`src/rtl/dram_init_pkg.sv`:
```
package dram_init_pkg;

    typedef enum logic [3:0] {
        ST_POWER_WAIT,
        ST_CKE_UP,
        ST_PREA_FIRST,
        ST_EMRS_DLL_ON,
        ST_MRS_DLL_RST,
        ST_PREA_SECOND,
        ST_AREF_FIRST,
        ST_AREF_SECOND,
        ST_MRS_RUN,
        ST_GAP,
        ST_DONE
    } init_state_e;

    // {cs_n, ras_n, cas_n, we_n}
    localparam logic [3:0] CMD_DESEL = 4'b1111;
    localparam logic [3:0] CMD_NOP   = 4'b0111;
    localparam logic [3:0] CMD_PRE   = 4'b0010;
    localparam logic [3:0] CMD_REF   = 4'b0001;
    localparam logic [3:0] CMD_MRS   = 4'b0000;

    function automatic int unsigned umax(input int unsigned a, input int unsigned b);
        return (a > b) ? a : b;
    endfunction

    function automatic int unsigned gap_floor(input int unsigned g);
        return (g < 2) ? 2 : g;
    endfunction

endpackage

```
`src/rtl/dram_init_timer.sv`:
```
module dram_init_timer #(
    parameter int unsigned     TW      = 8,
    parameter logic [TW-1:0]   RST_VAL = '0
) (
    input  logic          clk,
    input  logic          rst,
    input  logic          load,
    input  logic [TW-1:0] load_val,
    input  logic          dec,
    output logic          zero
);

    logic [TW-1:0] cnt_q;

    always_ff @(posedge clk) begin
        if (rst) begin
            cnt_q <= RST_VAL;
        end else if (load) begin
            cnt_q <= load_val;
        end else if (dec) begin
            cnt_q <= cnt_q - 1'b1;
        end
    end

    assign zero = (cnt_q == '0);

    AST_TIMER_NO_WRAP: assert property (@(posedge clk) disable iff (rst)
        (dec && !load) |-> (cnt_q != '0));

endmodule

```
`src/rtl/dram_init_cmd_drv.sv`:
```
module dram_init_cmd_drv
    import dram_init_pkg::*;
#(
    parameter int unsigned       ADDR_W      = 13,
    parameter int unsigned       BA_W        = 2,
    parameter logic [ADDR_W-1:0] MODE_VAL    = '0,
    parameter logic [ADDR_W-1:0] EMR_VAL     = '0,
    parameter int unsigned       DLL_RST_BIT = 8,
    parameter int unsigned       AP_BIT      = 10
) (
    input  init_state_e        state,
    output logic               cke,
    output logic [3:0]         cmd,
    output logic [BA_W-1:0]    ba,
    output logic [ADDR_W-1:0]  addr,
    output logic               done
);

    localparam logic [ADDR_W-1:0] DLL_MASK = ADDR_W'(1) << DLL_RST_BIT;
    localparam logic [ADDR_W-1:0] AP_MASK  = ADDR_W'(1) << AP_BIT;

    always_comb begin
        cke  = 1'b1;
        cmd  = CMD_NOP;
        ba   = '0;
        addr = '0;
        done = 1'b0;
        unique case (state)
            ST_POWER_WAIT: begin
                cke = 1'b0;
                cmd = CMD_DESEL;
            end
            ST_CKE_UP: ;
            ST_PREA_FIRST, ST_PREA_SECOND: begin
                cmd  = CMD_PRE;
                addr = AP_MASK;
            end
            ST_EMRS_DLL_ON: begin
                cmd  = CMD_MRS;
                ba   = BA_W'(1);
                addr = EMR_VAL;
            end
            ST_MRS_DLL_RST: begin
                cmd  = CMD_MRS;
                addr = MODE_VAL | DLL_MASK;
            end
            ST_AREF_FIRST, ST_AREF_SECOND: begin
                cmd = CMD_REF;
            end
            ST_MRS_RUN: begin
                cmd  = CMD_MRS;
                addr = MODE_VAL & ~DLL_MASK;
            end
            ST_GAP: ;
            ST_DONE: begin
                done = 1'b1;
            end
            default: begin
                cke = 1'b0;
                cmd = CMD_DESEL;
            end
        endcase
    end

endmodule

```
`src/rtl/dram_pwrup_seq.sv`:
```
module dram_pwrup_seq
    import dram_init_pkg::*;
#(
    parameter int unsigned       CLK_MHZ      = 200,
    parameter int unsigned       STABLE_US    = 200,
    parameter int unsigned       TRP_CYC      = 4,
    parameter int unsigned       TMRD_CYC     = 2,
    parameter int unsigned       TRFC_CYC     = 16,
    parameter int unsigned       DLL_LOCK_CYC = 200,
    parameter int unsigned       ADDR_W       = 13,
    parameter int unsigned       BA_W         = 2,
    parameter logic [ADDR_W-1:0] MODE_VAL     = 13'h032,
    parameter logic [ADDR_W-1:0] EMR_VAL      = 13'h000
) (
    input  logic              clk,
    input  logic              rst,
    input  logic              clk_stable,
    output logic              cke,
    output logic              cs_n,
    output logic              ras_n,
    output logic              cas_n,
    output logic              we_n,
    output logic [BA_W-1:0]   ba,
    output logic [ADDR_W-1:0] addr,
    output logic              init_done
);

    localparam int unsigned WAIT_CYC = (CLK_MHZ * STABLE_US < 1) ? 1 : CLK_MHZ * STABLE_US;
    localparam int unsigned TRP_G    = gap_floor(TRP_CYC);
    localparam int unsigned TMRD_G   = gap_floor(TMRD_CYC);
    localparam int unsigned TRFC_G   = gap_floor(TRFC_CYC);
    localparam int unsigned DLL_G    = umax(gap_floor(DLL_LOCK_CYC), TMRD_G);
    localparam int unsigned LONGEST  = umax(WAIT_CYC, umax(DLL_G, umax(TRFC_G, umax(TRP_G, TMRD_G))));
    localparam int unsigned TW       = $clog2(LONGEST + 1);

    // wait counts N samples: load N-1; gaps hold G-1 NOP cycles: load G-2
    localparam logic [TW-1:0] WAIT_LD = TW'(WAIT_CYC - 1);
    localparam logic [TW-1:0] TRP_LD  = TW'(TRP_G - 2);
    localparam logic [TW-1:0] TMRD_LD = TW'(TMRD_G - 2);
    localparam logic [TW-1:0] TRFC_LD = TW'(TRFC_G - 2);
    localparam logic [TW-1:0] DLL_LD  = TW'(DLL_G - 2);

    init_state_e   state_q, state_d;
    init_state_e   ret_q, ret_d;
    logic          tmr_load, tmr_dec, tmr_zero;
    logic [TW-1:0] tmr_val;
    logic [3:0]    cmd;

    always_ff @(posedge clk) begin
        if (rst) begin
            state_q <= ST_POWER_WAIT;
            ret_q   <= ST_POWER_WAIT;
        end else begin
            state_q <= state_d;
            ret_q   <= ret_d;
        end
    end

    always_comb begin
        state_d  = state_q;
        ret_d    = ret_q;
        tmr_load = 1'b0;
        tmr_dec  = 1'b0;
        tmr_val  = '0;
        unique case (state_q)
            ST_POWER_WAIT: begin
                if (!clk_stable) begin
                    tmr_load = 1'b1;
                    tmr_val  = WAIT_LD;
                end else if (tmr_zero) begin
                    state_d = ST_CKE_UP;
                end else begin
                    tmr_dec = 1'b1;
                end
            end
            ST_CKE_UP:      state_d = ST_PREA_FIRST;
            ST_PREA_FIRST: begin
                state_d = ST_GAP; ret_d = ST_EMRS_DLL_ON;
                tmr_load = 1'b1;  tmr_val = TRP_LD;
            end
            ST_EMRS_DLL_ON: begin
                state_d = ST_GAP; ret_d = ST_MRS_DLL_RST;
                tmr_load = 1'b1;  tmr_val = TMRD_LD;
            end
            ST_MRS_DLL_RST: begin
                state_d = ST_GAP; ret_d = ST_PREA_SECOND;
                tmr_load = 1'b1;  tmr_val = DLL_LD;
            end
            ST_PREA_SECOND: begin
                state_d = ST_GAP; ret_d = ST_AREF_FIRST;
                tmr_load = 1'b1;  tmr_val = TRP_LD;
            end
            ST_AREF_FIRST: begin
                state_d = ST_GAP; ret_d = ST_AREF_SECOND;
                tmr_load = 1'b1;  tmr_val = TRFC_LD;
            end
            ST_AREF_SECOND: begin
                state_d = ST_GAP; ret_d = ST_MRS_RUN;
                tmr_load = 1'b1;  tmr_val = TRFC_LD;
            end
            ST_MRS_RUN: begin
                state_d = ST_GAP; ret_d = ST_DONE;
                tmr_load = 1'b1;  tmr_val = TMRD_LD;
            end
            ST_GAP: begin
                if (tmr_zero) state_d = ret_q;
                else          tmr_dec = 1'b1;
            end
            ST_DONE: ;
            default: state_d = ST_POWER_WAIT;
        endcase
    end

    dram_init_timer #(
        .TW      (TW),
        .RST_VAL (WAIT_LD)
    ) u_timer (
        .clk      (clk),
        .rst      (rst),
        .load     (tmr_load),
        .load_val (tmr_val),
        .dec      (tmr_dec),
        .zero     (tmr_zero)
    );

    dram_init_cmd_drv #(
        .ADDR_W      (ADDR_W),
        .BA_W        (BA_W),
        .MODE_VAL    (MODE_VAL),
        .EMR_VAL     (EMR_VAL),
        .DLL_RST_BIT (8),
        .AP_BIT      (10)
    ) u_cmd (
        .state (state_q),
        .cke   (cke),
        .cmd   (cmd),
        .ba    (ba),
        .addr  (addr),
        .done  (init_done)
    );

    assign {cs_n, ras_n, cas_n, we_n} = cmd;

    logic is_exec;
    assign is_exec = !cs_n && !(ras_n && cas_n && we_n);

    AST_DESEL_WHILE_CKE_LOW: assert property (@(posedge clk) disable iff (rst)
        !cke |-> cs_n);
    AST_WAIT_RESTART: assert property (@(posedge clk) disable iff (rst)
        (state_q == ST_POWER_WAIT && !clk_stable) |=> !cke);
    AST_CKE_STAYS_HIGH: assert property (@(posedge clk) disable iff (rst)
        cke |=> cke);
    AST_NOP_AFTER_CMD: assert property (@(posedge clk) disable iff (rst)
        is_exec |=> !is_exec);
    AST_DONE_STICKY: assert property (@(posedge clk) disable iff (rst)
        init_done |=> init_done);
    AST_DONE_BUS_IDLE: assert property (@(posedge clk) disable iff (rst)
        init_done |-> (cke && !cs_n && ras_n && cas_n && we_n));

endmodule

```
`config.mk`:
```
export PLATFORM = sky130hd
export DESIGN_NAME = dram_pwrup_seq
export DESIGN_NICKNAME = d
export VERILOG_FILES = /design/src/rtl/dram_init_pkg.sv /design/src/rtl/dram_init_timer.sv /design/src/rtl/dram_init_cmd_drv.sv /design/src/rtl/dram_pwrup_seq.sv
export SDC_FILE = /design/constraint.sdc
export NUM_CORES = 1
export LEC_CHECK = 0
export BUFFER_PORTS_ARGS = -buffer_cell sky130_fd_sc_hd__buf_2
export CORE_ASPECT_RATIO = 0.5
export CORE_MARGIN = 4
export CORE_UTILIZATION = 55
export CTS_CLUSTER_DIAMETER = 80
export DETAILED_ROUTE_END_ITERATION = 8
export PLACE_DENSITY = 0.77
export SETUP_SLACK_MARGIN = 0.4
export SYNTH_ARGS = -nofsm -noshare
export SYNTH_HDL_FRONTEND = slang
export SYNTH_SLANG_ARGS = --single-unit
```
`constraint.sdc`:
```
create_clock -name clk -period 2.1 [get_ports clk]
set_input_delay 0.21 -clock clk [delete_from_list [all_inputs] [get_ports clk]]
set_output_delay 0.21 -clock clk [all_outputs]
set_load 0.01 [all_outputs]
```
==> metrics.txt <==
status=completed; CTS tree=done; WP data arrival=2.14 ns; Synth Warn #=0; Main synth FF type=dfxtp_1; IO Count=24; GRT overflow=0; Max FO, Critical Path=12; core region area=0.00272 mm²; CTS Buf Count=3; Worst setup endpoint=u_timer.cnt_q[13]; xor/xnor share of the synthesized area=2.13%; initial core utilization=60.5%; DRT iter0 DRCs=377; Final Instance Area=0.00227 mm²; Post-Route Skew=0.00635 ns; top sig layer=met4; mux cell area share after synthesis=0%; placer congestion estimate=0.900; max-slew violation total from the final report=0; residual DRC count=0; Critical Setup Path Class=flop to flop; post-DR wirelength/cell=21.1 µm; Reg2Reg Capture Point=u_timer.cnt_q[13]; Port Buffers=14; largest family of logic cells by synthesized area=simple AND/OR/NAND/NOR gates; post-synthesis compound-gate area fraction=23.9%; Seq/Total Area, Yosys=29.2%; reg2reg setup slack=0.12 ns; crit-path max cell delay=0.65 ns; critical path capture point type=flop; Antenna Cells=0; Post-Route WL=6170 µm; Clock Pin Slew Worst Setup and Hold Paths=0.09 ns; cell mode on critical path=nor2_1; routed via count=2026; fraction of layout cells with a size suffix above 1=44.5%; 1st-pass router iterations=5; GRT Util Overall=27.3%; Adder-Cell Fraction of Synth Area=0.761%; FF+latch count, synth=24; CP Cell Sequence=or4_1 -> nor2_1 -> nor2_1 -> nand2_1 -> buf_4 -> a21oi_1; Critical Path Stages=6; Final TNS setup=0 ns; DIE AREA=0.00398 mm²; Max Cap Viol=0; Synth-to-Final Area Change=38.0%; met2 wire len=2660 µm; CTS HTree Levels=1; Mapped Area=0.00164 mm²; final setup fails=0; Final #Nets=261; WHS Path Cells=3; period utilization=94.2%; die width=85.3 µm; pwr dens=922 mW/mm²; min-delay worst type=input pin to flop; first-pass GRT wire length=8360 µm; Least-Margin Pin Slew=0.562 ns; Rel. slew slack=62.2%; # rows=13; Max Clk Rate=0.506 GHz; post-DP HPWL=2950 µm; Synth cell types=59; ys async rst share=0%; # hold bufs at CTS=0; Post-Synth Simple-Gate Area=34.4%; unrepaired setup endpoints after global routing=true; Worst Path Required=2.26 ns; RR Startpoint=state_q[3]; clock sink total=24; Skew-Pair Late Insertion Delay=0.28 ns; antenna violations before repair=0; Final Hold Viols=0; Critical Path Source=state_q[3]; Clock Tree Buf Depth=2; via density per instance=6.91; Tmin final=1.98 ns; Die Ht=46.7 µm; mean post-synth cell area=7.76 µm²; Max VDD drop=0.000727 V; delay-heaviest family, CP=simple AND/OR/NAND/NOR gates; Slowest cell on crit path=or4_1; vias in the first global route=1701; number of synthesized flops with an enable pin=0; met3 wire len=759 µm; Buf/Inv on CP=1; leak pwr=0.890 nW; Final ANT Viol Nets=0; Cells after Synth=212; largest net degree at the start of global routing=16; placed cell areas=0.00174 mm²; R2R depth=6; Startpoint Class=flop; CTS root buffer=clkbuf_8; met1 WL=2340 µm
## state kept, by name (all words and copies together), names as in the netlist
name,flops
u_timer.cnt_q,16
state_q,4
ret_q,4
## worst min path at each step
stage,start,end
after global routing,rst,u_timer.cnt_q[15]
after global placement,ret_q[2],state_q[2]
after floorplan,rst,ret_q[0]
after detailed placement,ret_q[2],state_q[2]
final,rst,u_timer.cnt_q[15]
after CTS,rst,u_timer.cnt_q[15]
## layout make-up
cell class / count / area [µm²]
Multi-Input combinational cell: 171 / 1260
Sequential cell: 24 / 503
Fill cell: 126 / 448
Timing Repair Buffer: 49 / 369
Clock buffer: 4 / 55.1
Tap cell: 37 / 46.3
Inverter: 8 / 35.0
## worst register-to-register path, cell delays in order, from the launching register on
cell,delay (ns)
dfxtp_4,0.40
or4_1,0.65
nor2_1,0.25
nor2_1,0.17
nand2_1,0.18
buf_4,0.17
a21oi_1,0.04
## cell usage in the layout, fill, tap and decap left out, drive strengths merged, types with 4 or more instances in the layout
cell	count
nand3	7
conb	9
nand2b	6
o21ai	15
nor4	5
a21oi	15
nor3	8
nor2	34
nand2	14
inv	8
dfxtp	24
buf	49
clkbuf	4
or3	8
## stage by stage
step	setup WS (ns)	util (%)	total power (W)	hold WS (ns)	cells
after CTS	0.318	76.0	0.00177	0.269	287
after detailed placement	0.148	64.1	0.00128	0.471	261
after global routing	0.0841	83.5	0.00216	0.312	293
after floorplan	0.372	-	0.00112	0.300	220
after global placement	0.226	64.1	0.00126	0.462	261
final	0.122	83.5	0.00209	0.296	293
## per-layer routing
layer / track usage (%) / up-vias
met1: 33.7 / 918
li1: - / 840
met5: 0 / -
met2: 47.1 / 208
met4: 11.7 / 0
met3: 6.07 / 60
## synth_stat cells, types with 2 or more instances
cell,number,area [µm²]
o21bai_1,2,15.0
o21ai_0,10,50.1
o21ai_1,3,15.0
o22ai_1,2,12.5
a221oi_1,2,17.5
nand2b_1,6,37.5
and2_2,2,15.0
or4_1,2,15.0
nor4_2,2,25.0
nand3_1,7,35.0
nor2_1,33,124
o2111ai_1,2,17.5
inv_1,7,26.3
o21ai_2,2,17.5
nor3_1,8,40.0
dfxtp_1,24,480
buf_2,2,10.0
a31o_1,2,17.5
or3_1,8,50.1
o211ai_1,3,22.5
nor2b_1,3,18.8
a221o_1,3,30.0
a21oi_1,13,65.1
or2_2,2,12.5
nand2_1,13,48.8
xnor2_1,3,26.3
buf_4,11,82.6
nor4_1,2,12.5
clkbuf_1,2,7.51
a211oi_1,2,15.0
## cell families (layout without fill, tap and decap cells)
logic type | after synthesis | after routing
AOI/OAI and AO/OA | 56 | 57
buffers and inverters | 26 | 61
xor gates and xnor gates | 4 | 4
adders and majority gates | 1 | 1
and+or+nand+nor | 100 | 100
other | 1 | 9
DFF | 24 | 24
## where the power goes
group | internal, W | total [W] | switching [W]
Clock | 0.000168 | 0.000326 | 0.000159
Combinational | 0.000497 | 0.00114 | 0.000640
Sequential | 0.000524 | 0.000628 | 0.000104
Total | 0.00119 | 0.00209 | 0.000902
## repair_timing
action	CTS	global route
gates cloned	0	1
resized for setup	30	37
buffers inserted	22	5
endpoints found under the setup margin	25	27
pin swaps	13	15
Note: power is estimated with default switching activity, not from simulation.
